## config.mk

```make
export PLATFORM = sky130hd
export DESIGN_NAME = opr_unit
export DESIGN_NICKNAME = d
export VERILOG_FILES = /design/src/rtl/opr_pkg.sv /design/src/rtl/opr_decode.sv /design/src/rtl/opr_front.sv /design/src/rtl/opr_live.sv /design/src/rtl/opr_back.sv /design/src/rtl/opr_unit.sv
export SDC_FILE = /design/constraint.sdc
export NUM_CORES = 1
export LEC_CHECK = 0
export ABC_CLOCK_PERIOD_IN_PS = 2200
export BUFFER_PORTS_ARGS = -buffer_cell sky130_fd_sc_hd__buf_2
export CAP_MARGIN = 20
export CORE_MARGIN = 2
export CORE_UTILIZATION = 60
export CTS_CLUSTER_SIZE = 12
export DETAILED_ROUTE_END_ITERATION = 8
export PLACE_DENSITY = 0.88
export REMOVE_ABC_BUFFERS = 1
export SETUP_SLACK_MARGIN = 0.2
export SLEW_MARGIN = 20
export SYNTH_ARGS = -nofsm -noshare
export SYNTH_HDL_FRONTEND = slang
export SYNTH_SLANG_ARGS = --single-unit
```

## constraint.sdc

```tcl
create_clock -name clk -period 2.2 [get_ports clk]
set_clock_uncertainty 0.1 [all_clocks]
set_input_delay 0.44 -clock clk [delete_from_list [all_inputs] [get_ports clk]]
set_output_delay 0.44 -clock clk [all_outputs]
set_load 0.03 [all_outputs]
```

## src/rtl/opr_pkg.sv

```systemverilog
package opr_pkg;
  localparam int unsigned WORD_W  = 18;
  localparam int unsigned FIELD_W = 13;

  typedef logic [WORD_W-1:0]  word_t;
  typedef logic [FIELD_W-1:0] field_t;

  typedef enum logic [1:0] {
    MOVE_NONE = 2'd0,
    MOVE_LOAD = 2'd1,
    MOVE_SHR  = 2'd2,
    MOVE_ROR  = 2'd3
  } move_e;

  typedef struct packed {
    logic  sw_merge;
    logic  ac_to_mbr;
    logic  tbr_to_mbr;
    logic  invert;
    logic  lr_to_mbr;
    logic  mbr_to_lr;
    logic  lr_or;
    logic  lr_and;
    move_e move;
    logic  half_add;
    logic  carry_add;
  } ctl_t;

  function automatic word_t shift_right(input word_t v);
    return {1'b0, v[WORD_W-1:1]};
  endfunction

  function automatic word_t rotate_right(input word_t v);
    return {v[0], v[WORD_W-1:1]};
  endfunction

  function automatic word_t add_wrap(input word_t a, input word_t b);
    logic [WORD_W:0] s;
    logic [WORD_W:0] t;
    s = {1'b0, a} + {1'b0, b};
    t = {1'b0, s[WORD_W-1:0]} + {{WORD_W{1'b0}}, s[WORD_W]};
    return t[WORD_W-1:0];
  endfunction
endpackage

```

## src/rtl/opr_decode.sv

```systemverilog
module opr_decode
  import opr_pkg::*;
(
  input  field_t field,
  output ctl_t   ctl
);
  logic [1:0] low_sel;
  logic [1:0] move_sel;

  assign low_sel  = field[1:0];
  assign move_sel = field[8:7];

  always_comb begin
    ctl            = '0;
    ctl.sw_merge   = (field[6] == 1'b0) && (field[2] == 1'b1);
    ctl.ac_to_mbr  = (low_sel == 2'd1);
    ctl.tbr_to_mbr = (low_sel == 2'd3);
    ctl.lr_to_mbr  = (low_sel == 2'd2);
    ctl.invert     = field[5];
    ctl.move       = move_e'(move_sel);
    ctl.mbr_to_lr  = (move_sel == 2'd1);
    ctl.lr_or      = (field[8:6] == 3'b001) && field[2];
    ctl.lr_and     = (field[8:6] == 3'b011) && field[2];
    ctl.half_add   = field[4];
    ctl.carry_add  = field[3];
  end
endmodule

```

## src/rtl/opr_front.sv

```systemverilog
module opr_front
  import opr_pkg::*;
(
  input  ctl_t  ctl,
  input  word_t ac_in,
  input  word_t tsw_in,
  input  word_t tbr_in,
  output word_t ac_mid,
  output word_t mbr_mid
);
  word_t ac_sw;
  word_t mbr_copy;

  always_comb begin
    ac_sw = ctl.sw_merge ? (ac_in | tsw_in) : ac_in;
    mbr_copy = ctl.ac_to_mbr ? ac_sw : '0;
    ac_mid = ctl.invert ? ~ac_sw : ac_sw;
    mbr_mid = ctl.tbr_to_mbr ? (mbr_copy | tbr_in) : mbr_copy;
  end
endmodule

```

## src/rtl/opr_live.sv

```systemverilog
module opr_live
  import opr_pkg::*;
(
  input  ctl_t  ctl,
  input  word_t mbr_mid,
  input  word_t lr_in,
  output word_t saved_mbr,
  output word_t mbr_fin,
  output word_t lr_fin
);
  word_t lr_a;
  word_t lr_b;

  assign saved_mbr = mbr_mid;

  always_comb begin
    mbr_fin = ctl.lr_to_mbr ? lr_in : mbr_mid;
    lr_a = ctl.mbr_to_lr ? saved_mbr : lr_in;
    lr_b = ctl.lr_or ? (lr_a | saved_mbr) : lr_a;
    lr_fin = ctl.lr_and ? (lr_b & saved_mbr) : lr_b;
  end
endmodule

```

## src/rtl/opr_back.sv

```systemverilog
module opr_back
  import opr_pkg::*;
(
  input  ctl_t  ctl,
  input  word_t ac_mid,
  input  word_t mbr_fin,
  output word_t ac_fin
);
  word_t ac_mv;
  word_t ac_pad;
  word_t ac_x;

  always_comb begin
    unique case (ctl.move)
      MOVE_SHR: ac_mv = shift_right(ac_mid);
      MOVE_ROR: ac_mv = rotate_right(ac_mid);
      default:  ac_mv = ac_mid;
    endcase
    ac_pad = ctl.half_add ? (ac_mv ^ mbr_fin) : ac_mv;
    ac_x = ac_pad ^ mbr_fin;
    ac_fin = ctl.carry_add ? add_wrap(ac_x, mbr_fin) : ac_pad;
  end
endmodule

```

## src/rtl/opr_unit.sv

```systemverilog
module opr_unit
  import opr_pkg::*;
(
  input  logic               clk,
  input  logic               rst_n,
  input  logic               start,
  input  logic [FIELD_W-1:0] field,
  input  logic [WORD_W-1:0]  ac_in,
  input  logic [WORD_W-1:0]  lr_in,
  input  logic [WORD_W-1:0]  tsw_in,
  input  logic [WORD_W-1:0]  tbr_in,
  output logic [WORD_W-1:0]  ac_out,
  output logic [WORD_W-1:0]  mbr_out,
  output logic [WORD_W-1:0]  lr_out,
  output logic               done
);
  ctl_t  ctl;
  word_t ac_mid;
  word_t mbr_mid;
  word_t saved_mbr;
  word_t mbr_fin;
  word_t lr_fin;
  word_t ac_fin;

  opr_decode u_dec (.field(field), .ctl(ctl));

  opr_front u_front (
    .ctl(ctl), .ac_in(ac_in), .tsw_in(tsw_in), .tbr_in(tbr_in),
    .ac_mid(ac_mid), .mbr_mid(mbr_mid)
  );

  opr_live u_live (
    .ctl(ctl), .mbr_mid(mbr_mid), .lr_in(lr_in),
    .saved_mbr(saved_mbr), .mbr_fin(mbr_fin), .lr_fin(lr_fin)
  );

  opr_back u_back (
    .ctl(ctl), .ac_mid(ac_mid), .mbr_fin(mbr_fin), .ac_fin(ac_fin)
  );

  always_ff @(posedge clk or negedge rst_n) begin
    if (!rst_n) begin
      ac_out  <= '0;
      mbr_out <= '0;
      lr_out  <= '0;
      done    <= 1'b0;
    end else begin
      done <= start;
      if (start) begin
        ac_out  <= ac_fin;
        mbr_out <= mbr_fin;
        lr_out  <= lr_fin;
      end
    end
  end
endmodule

```

==> results.py, run 1 <==
metrics = {
    "synth": {
        "synthesis.area_um2": 6000,
        "yosysUniqueCellTypes": 90,
        "synth_seq_cells": 55,
        "synth_edf_count": 0,
        "yosysMostFrequentCell": "nor2_1",
        "yosys.area.top_type": "dfrtp_1",
        "async_flop_share_pct": 100,
        "syn_inst": 761,
        "synthTopCellsByCount": "124 x nor2_1, 68 x nand2_1, 62 x a21oi_1",
        "synthFlopType": "dfrtp_1",
        "yosysWarnings": 0,
        "synth_top_area_share_pct": 22.9,
        "syn_area_per_cell_um2": 7.89,
        "ys_seq_area_share_pct": 22.9,
        "synthTopCellsByArea": "dfrtp_1 23%, nor2_1 7.8%, xnor2_1 6.3%",
    },
    "placed_design": {
        "portBuffers": 138,
        "place_area_um2": 8400,
        "gp_congestion": 1.09,
        "post-dp-hpwl_um": 19300,
        "placedCellCount": 1216,
    },
    "status": {
        "tool.error": "[ERROR GRT-0116] Global routing finished with congestion. Check the congestion regions in the DRC Viewer.",
        "status": "stopped before the end",
        "haltStage": "global routing",
    },
    "floorplan": {
        "initial_core_util_pct": 61.7,
        "die-width_um": 104,
        "dieHeight_um": 104,
        "boundaryPins": 143,
        "placementRows": 36,
    },
    "clock_network": {
        "cts_buffers": 5,
        "cts.sinks": 55,
        "cts.htree.levels": 2,
        "cts_root_buf": "clkbuf_8",
        "clk_path_buf_depth": 2,
    },
    "grt": {
        "grt_overflow": 129,
        "grt_pass1_wl_um": 67000,
        "grt_pass1_vias": 11300,
        "grt_util_all_layers_pct": 79.6,
        "grt_max_degree": 46,
    },
}
==> timing repair <==
item,CTS
endpoints found under the hold margin,22
setup endpoints to repair,18
setup buffers,46
hold buffers,1
gates cloned,1
pin swaps,54
resized for setup,101
==> logic make-up after synthesis <==
family	count (synthesis)	synth area share, %
XOR/XNOR	75	12.8
flip-flops	55	22.9
AO/OA/AOI/OAI	212	26.3
buffers and inverters	66	5.02
adder cells (fa/ha/maj)	19	3.96
AND/OR/NAND/NOR	321	26.7
multiplexers	13	2.33
==> layer usage <==
| metal | overflow | global-route usage (%) |
|---|---|---|
| met1 | 2 | 80.4 |
| met2 | 78 | 97.5 |
| met3 | 1 | 59.9 |
| met4 | 48 | 87.4 |
| met5 | 0 | 0.952 |
==> through the flow <==
stage / utilization (%) / hold slack [ns] / setup WS [ns]
detailed placement: 86.4 / 0.352 / -3.49
CTS: 96.3 / 0.287 / -2.79
floorplan: - / 0.0444 / -3.41
global placement: 86.4 / 0.344 / -2.99
==> inputs of run 2 (changes only) <==
--- a/config.mk
+++ b/config.mk
@@ -9,12 +9,10 @@
 export BUFFER_PORTS_ARGS = -buffer_cell sky130_fd_sc_hd__buf_2
 export CAP_MARGIN = 20
 export CORE_MARGIN = 2
-export CORE_UTILIZATION = 60
-export CTS_CLUSTER_SIZE = 12
+export CORE_UTILIZATION = 40
 export DETAILED_ROUTE_END_ITERATION = 8
-export PLACE_DENSITY = 0.88
+export PLACE_DENSITY_LB_ADDON = 0.15
 export REMOVE_ABC_BUFFERS = 1
-export SETUP_SLACK_MARGIN = 0.2
 export SLEW_MARGIN = 20
 export SYNTH_ARGS = -nofsm -noshare
 export SYNTH_HDL_FRONTEND = slang
==> run 2 against run 1 <==
The flow now finishes, with violations (negative hold slack, negative setup slack). Area after synthesis stayed put. Synthesized cell count stayed put.
==> results.py, run 2 <==
metrics = {
    "status": {
        "status": "finished, violations left",
        "violations": "negative hold slack, negative setup slack",
    },
    "detailed_routing": {
        "postRouteAntennaNets": 0,
        "drc": 0,
        "wl_um": 20600,
        "wire_per_inst_um": 15.7,
        "firstDrtPassIters": 5,
        "via_per_inst": 5.38,
        "drtIter0Drc": 361,
        "route.vias.total": 7062,
    },
    "clock_network": {
        "cts_root_buf": "clkbuf_16",
        "clkLatencyLatePin_ns": 0.30,
        "cts.htree.levels": 2,
        "clk_path_buf_depth": 2,
        "cts_buffers": 5,
        "clkTransAtPathRegs_ns": 0.08,
        "tritoncts": "yes",
        "cts.sinks": 55,
        "cts-hold-fix-buffers": 0,
    },
    "synth": {
        "synth_edf_count": 0,
        "synthTopCellsByCount": "124 x nor2_1, 68 x nand2_1, 62 x a21oi_1",
        "synth_top_area_share_pct": 22.9,
        "synthesis.area_um2": 6000,
        "async_flop_share_pct": 100,
        "ys_seq_area_share_pct": 22.9,
        "yosysWarnings": 0,
        "yosysUniqueCellTypes": 90,
        "syn_inst": 761,
        "synth_seq_cells": 55,
        "yosys.area.top_type": "dfrtp_1",
        "syn_area_per_cell_um2": 7.89,
        "synthFlopType": "dfrtp_1",
        "synthTopCellsByArea": "dfrtp_1 23%, nor2_1 7.8%, xnor2_1 6.3%",
        "yosysMostFrequentCell": "nor2_1",
    },
    "final_layout": {
        "drive_gt1_share_pct": 44.9,
        "nNetsFinal": 1235,
        "insertedDiodeCount": 0,
        "top_regs": "ac_out: 18 flops, lr_out: 18 flops, mbr_out: 18 flops",
        "layout_common_cells": "252 x buf_4, 135 x buf_2, 120 x nor2_1",
        "syn2layout_area_growth_pct": 54.3,
        "final_area_um2": 9260,
        "nFillCells": 1306,
        "final_common_cell": "buf_4",
    },
    "grt": {
        "grt_pass1_wl_um": 33600,
        "grt_max_degree": 27,
        "grt_overflow": 0,
        "antenna_found_initial": 0,
        "grt_util_all_layers_pct": 25.8,
        "grt_pass1_vias": 6859,
    },
    "floorplan": {
        "die-width_um": 126,
        "dieArea_um2": 16000,
        "placementRows": 44,
        "dieHeight_um": 126,
        "initial_core_util_pct": 41.1,
        "core_um2": 14600,
        "boundaryPins": 143,
    },
    "hold_path": {
        "hold_path_class": "in -> async",
    },
    "sta": {
        "fin_crit_ns": 4.99,
        "slew_headroom_pct": 49.2,
        "fmax_mhz": 200,
        "setup_viol_count_final": 18,
        "fin_ws_ns": -2.79,
        "post-route-period-util_pct": 227,
        "fin_hold_ws_ns": -0.0173,
        "rsz0062_at_grt": "true",
        "timing.setup.tns_ns": -46.45,
        "slew_violations": 0,
        "hold_violations": 21,
        "tightest_slew_ns": 0.757,
    },
    "worst_setup_path": {
        "cp_top_family": "compound AO/OA/AOI/OAI gates",
        "start_kind": "input pin",
        "crit_arrival_ns": 5.13,
        "crit_fanout": 7,
        "crit_type": "in -> reg",
        "max_stage_delay_ns": 0.38,
        "cp_num_buf_inv": 2,
        "worst_setup_path_end_kind": "flip-flop",
        "slowest_stage": "a2111oi_4",
        "critPathRequiredTime_ns": 2.34,
    },
    "placed_design": {
        "place_area_um2": 8580,
        "gp_congestion": 0.922,
        "post-dp-hpwl_um": 16800,
        "portBuffers": 138,
    },
    "power_and_ir_drop": {
        "p_per_area_nw_per_um2": 696,
        "worst_ir_drop_vdd_mv": 0.431,
        "total_power_w": 0.00644,
        "p_leak_nw": 4.45,
    },
    "job": {
        "cap_violations": 0,
    },
}
-- run 2: layer usage --
metal	share of wire [%]	GRT usage, %	routed length, um
met1	43	32.9	8950
met2	50	46.2	10300
met3	4.7	2.99	959
met4	2.2	6.92	443
met5	0	0	0
-- run 2: kinds of logic after synthesis --
group                      count (synthesis)  synth area share (%)
DFF                                       55                  22.9
and+or+nand+nor                          321                  26.7
buffers and inverters                     66                  5.02
AOI/OAI and AO/OA                        212                  26.3
xor gates and xnor gates                  75                  12.8
muxes                                     13                  2.33
adders and majority gates                 19                  3.96
-- run 2: path summary, 6_finish.rpt --
check                           start  slack (ns)  cells after the start    endpoint
max                          field[6]       -2.79                     26  ac_out[13]
min                             rst_n       -0.02                      1   lr_out[9]
max reg2reg                ac_out[16]        1.29                      2  ac_out[16]
min reg2reg                ac_out[10]        0.40                      2  ac_out[10]
max in group asynchronous       rst_n        1.38                      2   ac_out[3]
min in group clk            lr_in[11]        0.30                      3  lr_out[11]
-- run 2: repair_timing --
action	CTS	global route
cloned	0	0
resized for setup	35	51
setup buffers	8	13
pin swaps	35	34
endpoints found under the setup margin	18	18
-- run 2: layout make-up --
cell class	instances	area, um^2	share of cell area (%)
timing repair buffer	404	2780	30.1
multi-input combinational	640	4650	50.2
clock inverter	3	15.0	0.162
tap	184	230	2.49
sequential	55	1380	14.9
clock buffer	5	125	1.35
inverter	22	82.6	0.892
-- run 2: where the power goes --
| group | internal [W] | switching, W | leakage (nW) |
|---|---|---|---|
| Combinational | 0.00208 | 0.00226 | 3.73 |
| Clock | 0.000418 | 0.000412 | 0.0733 |
| Sequential | 0.00118 | 0.0000856 | 0.638 |
-- run 2: metrics by stage --
step / util (%) / setup WS, ns / std cells
finish: 63.5 / -2.79 / 1313
global route: 63.5 / -3.11 / 1313
CTS: 61.1 / -2.73 / 1302
detailed placement: 58.8 / -3.32 / 1286
global placement: 58.8 / -3.09 / 1286
floorplan: - / -3.41 / 717
Power figures use the tool's default switching activity.
